--- src/rtl/pulse_meas_pkg.sv ---
package pulse_meas_pkg;
  // strobes from control to datapath
  typedef struct packed {
    logic clear;   // new record: reset pass-1 state, capture configuration
    logic store;   // write the incoming sample at idx
    logic scan;    // pass 2: examine stored sample at idx
    logic finish;  // last scan cycle: register results
  } ctrl_strb_t;
endpackage

--- src/rtl/pulse_meas_ctrl.sv ---
module pulse_meas_ctrl
  import pulse_meas_pkg::*;
#(
  parameter int DEPTH = 256,
  localparam int AW = $clog2(DEPTH)
) (
  input  logic          clk,
  input  logic          rstN,
  input  logic          startIn,
  input  logic          sampleValid,
  input  logic          sampleLast,
  output ctrl_strb_t    strb,
  output logic [AW-1:0] idx
);
  typedef enum logic [1:0] {ST_IDLE, ST_LOAD, ST_SCAN} state_t;

  state_t        state;
  logic [AW-1:0] lastIdx;
  logic          full;

  always_comb begin
    strb.clear  = startIn;
    strb.store  = (state == ST_LOAD) && !startIn && sampleValid && !full;
    strb.scan   = (state == ST_SCAN) && !startIn;
    strb.finish = strb.scan && (idx == lastIdx);
  end

  always_ff @(posedge clk or negedge rstN) begin
    if (!rstN) begin
      state   <= ST_IDLE;
      idx     <= '0;
      lastIdx <= '0;
      full    <= 1'b0;
    end else if (startIn) begin
      state <= ST_LOAD;
      idx   <= '0;
      full  <= 1'b0;
    end else begin
      case (state)
        ST_LOAD: begin
          if (strb.store) begin
            lastIdx <= idx;
            if (idx == AW'(DEPTH - 1)) full <= 1'b1;
            else                       idx  <= idx + 1'b1;
          end
          if (sampleValid && sampleLast) begin
            state <= ST_SCAN;
            idx   <= '0;
          end
        end
        ST_SCAN: begin
          if (strb.finish) state <= ST_IDLE;
          else             idx   <= idx + 1'b1;
        end
        default: ;
      endcase
    end
  end

  // the scan pointer never passes the record end
  p_scan_in_range_r9: assert property (@(posedge clk) disable iff (!rstN)
    (state == ST_SCAN) |-> (idx <= lastIdx));

  // the buffer only saturates at its top slot
  p_full_at_top_r1: assert property (@(posedge clk) disable iff (!rstN)
    (state == ST_LOAD && full) |-> (idx == AW'(DEPTH - 1)));
endmodule

--- src/rtl/pulse_meas_dp.sv ---
module pulse_meas_dp
  import pulse_meas_pkg::*;
#(
  parameter int DEPTH   = 256,
  parameter int SW      = 8,
  parameter int MAX_LOG = 10,
  localparam int AW   = $clog2(DEPTH),
  localparam int LOGW = $clog2(MAX_LOG + 1)
) (
  input  logic            clk,
  input  logic            rstN,
  input  ctrl_strb_t      strb,
  input  logic [AW-1:0]   idx,
  input  logic [SW-1:0]   sampleData,
  input  logic [SW-1:0]   baseline,
  input  logic [AW-1:0]   winStart,
  input  logic [LOGW-1:0] winLog2,
  output logic            doneOut,
  output logic [SW-1:0]   peakOut,
  output logic [AW-1:0]   peakIdxOut,
  output logic [AW-1:0]   widthOut,
  output logic [AW-1:0]   riseOut,
  output logic [AW-1:0]   fallOut,
  output logic            widthBad,
  output logic            riseBad,
  output logic            fallBad,
  output logic [SW-1:0]   avgOut
);
  localparam int WL   = MAX_LOG + 1;
  localparam int OW   = AW + WL;
  localparam int SUMW = SW + MAX_LOG;
  localparam int MW   = SW + 4;
  localparam int NCR  = 6;   // 0:rise10 1:rise90 2:width-start 3:width-end 4:fall90 5:fall10
  localparam logic [NCR-1:0] POST_SEL = 6'b111000;

  logic [SW-1:0]   mem [DEPTH];
  logic [SW-1:0]   baseR;
  logic [AW-1:0]   winStartR;
  logic [LOGW-1:0] lenLog;
  logic [SW-1:0]   peakVal;
  logic [AW-1:0]   peakIdx;
  logic            peakSeen;
  logic [SUMW-1:0] sum;

  // ---------------- pass 1: store, peak, window sum ----------------
  logic [LOGW-1:0] logClamp;
  logic [OW-1:0]   winOff;
  logic            inWin;

  assign logClamp = (winLog2 > LOGW'(MAX_LOG)) ? LOGW'(MAX_LOG) : winLog2;
  assign winOff   = OW'(idx) - OW'(winStartR);
  assign inWin    = (idx >= winStartR) && (winOff < (OW'(1) << lenLog));

  always_ff @(posedge clk) begin
    if (strb.store) mem[idx] <= sampleData;
  end

  always_ff @(posedge clk or negedge rstN) begin
    if (!rstN) begin
      baseR <= '0; winStartR <= '0; lenLog <= '0;
      peakVal <= '0; peakIdx <= '0; peakSeen <= 1'b0; sum <= '0;
    end else if (strb.clear) begin
      baseR     <= baseline;
      winStartR <= winStart;
      lenLog    <= logClamp;
      peakVal   <= '0;
      peakIdx   <= '0;
      peakSeen  <= 1'b0;
      sum       <= '0;
    end else if (strb.store) begin
      if (!peakSeen || sampleData > peakVal) begin
        peakVal  <= sampleData;
        peakIdx  <= idx;
        peakSeen <= 1'b1;
      end
      if (inWin) sum <= sum + SUMW'(sampleData);
    end
  end

  // ---------------- thresholds ----------------
  logic [SW-1:0] amp, t10, t50, t90;
  logic [MW-1:0] amp9;
  assign amp  = (peakVal > baseR) ? peakVal - baseR : '0;
  assign amp9 = MW'(amp) * MW'(9);
  assign t10  = baseR + SW'(MW'(amp) / MW'(10));
  assign t50  = baseR + (amp >> 1);
  assign t90  = baseR + SW'(amp9 / MW'(10));

  logic [SW-1:0] thr [NCR];
  always_comb begin
    thr[0] = t10; thr[1] = t90; thr[2] = t50;
    thr[3] = t50; thr[4] = t90; thr[5] = t10;
  end

  // ---------------- pass 2: crossing trackers ----------------
  logic [SW-1:0]          curS;
  logic                   postSide;
  logic [NCR-1:0]         nFnd;
  logic [NCR-1:0][AW-1:0] nPos;

  assign curS     = mem[idx];
  assign postSide = idx > peakIdx;

  for (genvar k = 0; k < NCR; k++) begin : g_cross
    logic          fndQ;
    logic [AW-1:0] posQ;
    logic          hit;
    assign hit = strb.scan && !fndQ &&
                 (POST_SEL[k] ? (postSide && curS < thr[k])
                              : (!postSide && curS >= thr[k]));
    assign nFnd[k] = fndQ | hit;
    assign nPos[k] = hit ? idx : posQ;
    always_ff @(posedge clk or negedge rstN) begin
      if (!rstN) begin
        fndQ <= 1'b0; posQ <= '0;
      end else if (strb.clear) begin
        fndQ <= 1'b0;
      end else if (strb.scan) begin
        fndQ <= nFnd[k];
        posQ <= nPos[k];
      end
    end
  end

  // ---------------- results ----------------
  always_ff @(posedge clk or negedge rstN) begin
    if (!rstN) begin
      doneOut <= 1'b0; peakOut <= '0; peakIdxOut <= '0;
      widthOut <= '0; riseOut <= '0; fallOut <= '0;
      widthBad <= 1'b0; riseBad <= 1'b0; fallBad <= 1'b0; avgOut <= '0;
    end else begin
      doneOut <= strb.finish;
      if (strb.finish) begin
        peakOut    <= peakVal;
        peakIdxOut <= peakIdx;
        riseBad    <= !(nFnd[0] && nFnd[1]);
        riseOut    <= (nFnd[0] && nFnd[1]) ? nPos[1] - nPos[0] : '1;
        widthBad   <= !(nFnd[2] && nFnd[3]);
        widthOut   <= (nFnd[2] && nFnd[3]) ? nPos[3] - nPos[2] : '1;
        fallBad    <= !(nFnd[4] && nFnd[5]);
        fallOut    <= (nFnd[4] && nFnd[5]) ? nPos[5] - nPos[4] : '1;
        avgOut     <= SW'(sum >> lenLog);
      end
    end
  end

  // the running peak only grows within a record
  p_peak_hold_r2: assert property (@(posedge clk) disable iff (!rstN)
    !strb.clear |=> (peakVal >= $past(peakVal)));

  // done lasts one cycle
  p_done_pulse_r9: assert property (@(posedge clk) disable iff (!rstN)
    doneOut |=> !doneOut);

  // a window average cannot exceed the peak
  p_avg_bound_r7: assert property (@(posedge clk) disable iff (!rstN)
    doneOut |-> (avgOut <= peakOut));

  // both rise crossings lie at or before the peak
  p_rise_before_peak_r4: assert property (@(posedge clk) disable iff (!rstN)
    (doneOut && !riseBad) |-> (riseOut <= peakIdxOut));

  // a missing width crossing shows as all ones
  p_width_ones_r5: assert property (@(posedge clk) disable iff (!rstN)
    (doneOut && widthBad) |-> (widthOut == '1));
endmodule

--- src/rtl/pulse_param_extract.sv ---
module pulse_param_extract
  import pulse_meas_pkg::*;
#(
  parameter int DEPTH   = 256,
  parameter int SW      = 8,
  parameter int MAX_LOG = 10,
  localparam int AW   = $clog2(DEPTH),
  localparam int LOGW = $clog2(MAX_LOG + 1)
) (
  input  logic            clk,
  input  logic            rstN,
  input  logic            startIn,
  input  logic            sampleValid,
  input  logic [SW-1:0]   sampleData,
  input  logic            sampleLast,
  input  logic [SW-1:0]   baseline,
  input  logic [AW-1:0]   winStart,
  input  logic [LOGW-1:0] winLog2,
  output logic            doneOut,
  output logic [SW-1:0]   peakOut,
  output logic [AW-1:0]   peakIdxOut,
  output logic [AW-1:0]   widthOut,
  output logic [AW-1:0]   riseOut,
  output logic [AW-1:0]   fallOut,
  output logic            widthBad,
  output logic            riseBad,
  output logic            fallBad,
  output logic [SW-1:0]   avgOut
);
  ctrl_strb_t    strb;
  logic [AW-1:0] idx;

  pulse_meas_ctrl #(.DEPTH(DEPTH)) u_ctrl (
    .clk(clk), .rstN(rstN), .startIn(startIn), .sampleValid(sampleValid),
    .sampleLast(sampleLast), .strb(strb), .idx(idx)
  );

  pulse_meas_dp #(.DEPTH(DEPTH), .SW(SW), .MAX_LOG(MAX_LOG)) u_dp (
    .clk(clk), .rstN(rstN), .strb(strb), .idx(idx), .sampleData(sampleData),
    .baseline(baseline), .winStart(winStart), .winLog2(winLog2),
    .doneOut(doneOut), .peakOut(peakOut), .peakIdxOut(peakIdxOut),
    .widthOut(widthOut), .riseOut(riseOut), .fallOut(fallOut),
    .widthBad(widthBad), .riseBad(riseBad), .fallBad(fallBad), .avgOut(avgOut)
  );
endmodule

--- config.mk ---
export PLATFORM = sky130hd
export DESIGN_NAME = pulse_param_extract
export DESIGN_NICKNAME = d
export VERILOG_FILES = /design/src/rtl/pulse_meas_pkg.sv /design/src/rtl/pulse_meas_ctrl.sv /design/src/rtl/pulse_meas_dp.sv /design/src/rtl/pulse_param_extract.sv
export SDC_FILE = /design/constraint.sdc
export NUM_CORES = 2
export LEC_CHECK = 0
export BUFFER_PORTS_ARGS = -buffer_cell sky130_fd_sc_hd__buf_4
export CAP_MARGIN = 5
export CORE_MARGIN = 3
export CORE_UTILIZATION = 57
export DETAILED_ROUTE_END_ITERATION = 10
export PLACE_DENSITY_LB_ADDON = 0.15
export SYNTH_ARGS = -nofsm -noshare
export SYNTH_HDL_FRONTEND = slang
export SYNTH_SLANG_ARGS = --single-unit
export TNS_END_PERCENT = 20
--- constraint.sdc ---
create_clock -name clk -period 11.8 [get_ports clk]
set_clock_uncertainty 0.05 [all_clocks]
set_input_delay 1.77 -clock clk [delete_from_list [all_inputs] [get_ports clk]]
set_output_delay 1.77 -clock clk [all_outputs]
set_load 0.05 [all_outputs]
==> results.cfg <==
[status]
status = finished, final reports clean

[logic_synthesis]
synth-warning-count = 0
synthDistinctLibCells = 93
synth_top_area_share_pct = 66.7
synthTopCellsByArea = edfxtp_1, mux4_2, dfrtp_1
synth_edf_count = 2048
synthesis.nets = 4885
avgSynthCellArea_um2 = 19.6
ys_seq_elements = 2228
synth_top_area_cell = edfxtp_1
seq_area_frac_synth_pct = 71.6
dominantRegCellSynth = edfxtp_1
ys_async_sr_fraction_pct = 8.08
syn-instance-count = 4712
syn-cell-area_um2 = 92200

[critical_path]
critPathArrivalTime_ps = 11960
crit_required_ps = 12470
slowest_delay_ps = 430
criticalPathCategory = flip-flop to flip-flop
cp-end-kind = flip-flop
rr_endpoint = u_dp.riseOut[7]$_DFFE_PN0P_
r2r_slack_ps = 510
r2r_start = u_dp.peakVal[0]$_DFFE_PN0P_
cp_max_fo = 8
crit_path_frequent_cell = a21oi_1
cp-start-kind = flip-flop
crit_path_start = u_dp.peakVal[0]$_DFFE_PN0P_
crit_end = u_dp.riseOut[7]$_DFFE_PN0P_
r2r_cells = 52
cpMaxStageDelayCell = or3b_4

[clocking]
cts_tree = built
clk_pin_slew_worst_paths_ps = 60
insertion_delay_ps = 850
cts-root-buf = clkbuf_16
cts_buffers = 218
clkSinkCount = 2228
clock_tree.buffer_depth = 3
cts_max_level = 4

[route]
drt-initial-drc-count = 5596
wl_per_cell_um = 30.4
first_pass_iters = 5
drtAntennaViolNets = 0
drc = 0
vias_per_cell = 6.48
routed_wl_mm = 220
vias = 46764

[floorplan]
rows = 147
pin_count = 85
die_h_um = 408
start_util_pct = 57.4
die_x_um = 408
coreArea_um2 = 161000
die_area_um2 = 167000

[grt]
grt_pass1_wl_mm = 326
grt_overflow = 0
grt_pass1_vias = 46657
grt_max_degree = 181
grt_use_total_pct = 26.7
antenna_found_initial = 12

[sta]
final_hold_viol_count = 0
finalCritPeriodShare_pct = 95.7
finalSetupTns_ps = 0
setup_slack_ps = 507
slew-limit-headroom_pct = 20.3
drv_slew = 0
worst_pin_slew_ps = 1190
min_period_ps = 11290
finalSetupViolations = 0
max_freq_ghz = 0.0886

[pwr]
leakage_nw = 33.2
cellPowerDensity_nw_per_um2 = 180
irDropWorstVdd_uv = 185

[flow_run]
drv_cap = 0

[final_layout]
drive_above_1_share_pct = 26.9
regMostFlops = u_dp.mem
layout-area-overhead-vs-synth_pct = 11.6
top_regs = u_dp.mem: 2048 flops, u_dp.g_cross.posQ: 48 flops, u_dp.sum: 18 flops
largest_reg_flops = 2048
final_cell_mix = edfxtp_1, mux4_2, nor2_1
fillers = 10886
nNetsFinal = 5044
final_common_cell = edfxtp_1

[placed_design]
io_buffers = 84
hpwl_mm = 132
pre_cts_ws_ps = -201
routabilityCongestion = 0.850

[min_path]
min_path_type = flip-flop to flip-flop
hold_start = u_dp.g_cross[4].posQ[3]$_DFFE_PN0P_
hold_depth = 1
==> layer usage <==
layer | up-vias | wire length [um] | track usage (%) | part of all wire (%)
met4 | 2 | 5810 | 6.97 | 2.6
met3 | 335 | 18900 | 5.10 | 8.6
met5 | - | 8 | 0 | 0.0036
met2 | 2158 | 105000 | 41.4 | 48
met1 | 24777 | 90200 | 39.9 | 41
li1 | 19492 | - | - | -
==> worst min path at each step <==
stage	endpoint
finish	u_dp.g_cross[4].posQ[3]$_DFFE_PN0P_
global placement	u_dp.fallBad$_DFFE_PN0P_
CTS	u_ctrl.lastIdx[2]$_DFFE_PN0P_
floorplan	u_dp.peakSeen$_DFFE_PN0P_
global route	u_dp.g_cross[3].posQ[4]$_DFFE_PN0P_
detailed placement	u_ctrl.lastIdx[2]$_DFFE_PN0P_
==> cells in the mapped netlist (all sizes together), types with 5 or more instances <==
master     n
edfxtp  2048
mux4     678
nor2     364
clkbuf   183
dfrtp    180
nand2    166
ha       130
inv      101
a21oi     96
mux2      96
o21ai     79
buf       75
nand3     54
xnor2     46
a21o      42
xor2      41
nor2b     31
nand4     26
o31ai     25
a31oi     20
mux2i     20
nand2b    20
nor3      19
a211oi    14
o21a      12
o21bai    11
and3      10
fa        10
o22ai     10
and2       8
or2        8
o211ai     7
a211o      6
nor4       6
maj3       5
or3        5
==> worst max-delay path, delay by kind of cell, from the launching register on <==
family / cells / cell delay (ps)
AO/OA/AOI/OAI: 23 / 4370
AND/OR/NAND/NOR: 10 / 1950
flip-flops: 1 / 360
XOR/XNOR: 2 / 430
multiplexers: 1 / 260
adder cells (fa/ha/maj): 9 / 2820
buffers and inverters: 7 / 950
==> stage by stage <==
stage	utilization, %	instances	instance area (um^2)	hold WS (ps)	total power [W]
2_1_floorplan	-	4712	92200	404	0.0109
3_3_place_gp	59.5	6801	95700	430	0.0118
3_5_place_dp	59.5	6801	95700	433	0.0118
4_1_cts	63.9	7206	103000	448	0.0186
5_1_grt	64.0	7214	103000	462	0.0191
6_report	64.0	7216	103000	445	0.0185
==> report_power, final <==
part | total [W] | internal [W] | switching (W) | leakage, nW
sequential | 0.00879 | 0.00870 | 0.0000855 | 20.8
clock | 0.00675 | 0.00379 | 0.00296 | 3.42
combinational | 0.00295 | 0.00124 | 0.00171 | 8.96
==> cell families (layout without fill, tap and decap cells) <==
group	count (synthesis)	in the layout	share of synthesized area [%]
AO/OA/AOI/OAI	364	364	2.62
XOR/XNOR	88	88	0.850
adder cells (fa/ha/maj)	145	145	2.04
buffers and inverters	360	702	1.51
flip-flops	2228	2228	71.6
multiplexers	794	794	17.9
other	0	2	0
AND/OR/NAND/NOR	733	733	3.49
==> what timing repair did <==
action                                  in CTS  in global routing
endpoints found under the setup margin       2                  7
gates resized for setup                      6                 26
buffers inserted                             2                  8
pin swaps                                    0                 14
hold buffers                                 0                  0
cloned                                       0                  0
==> final cells by class <==
type | instances | area (um^2) | area share (%)
flip-flops and latches | 2228 | 66000 | 64.2
multi-input cells | 2124 | 25000 | 24.3
clock buffers | 273 | 5760 | 5.60
well taps | 2160 | 2700 | 2.63
repair buffers | 197 | 1740 | 1.69
clock inverters | 130 | 1230 | 1.20
inverters | 102 | 400 | 0.389
diodes | 2 | 5.00 | 0.00486
Note: power is estimated with default switching activity, not from simulation.
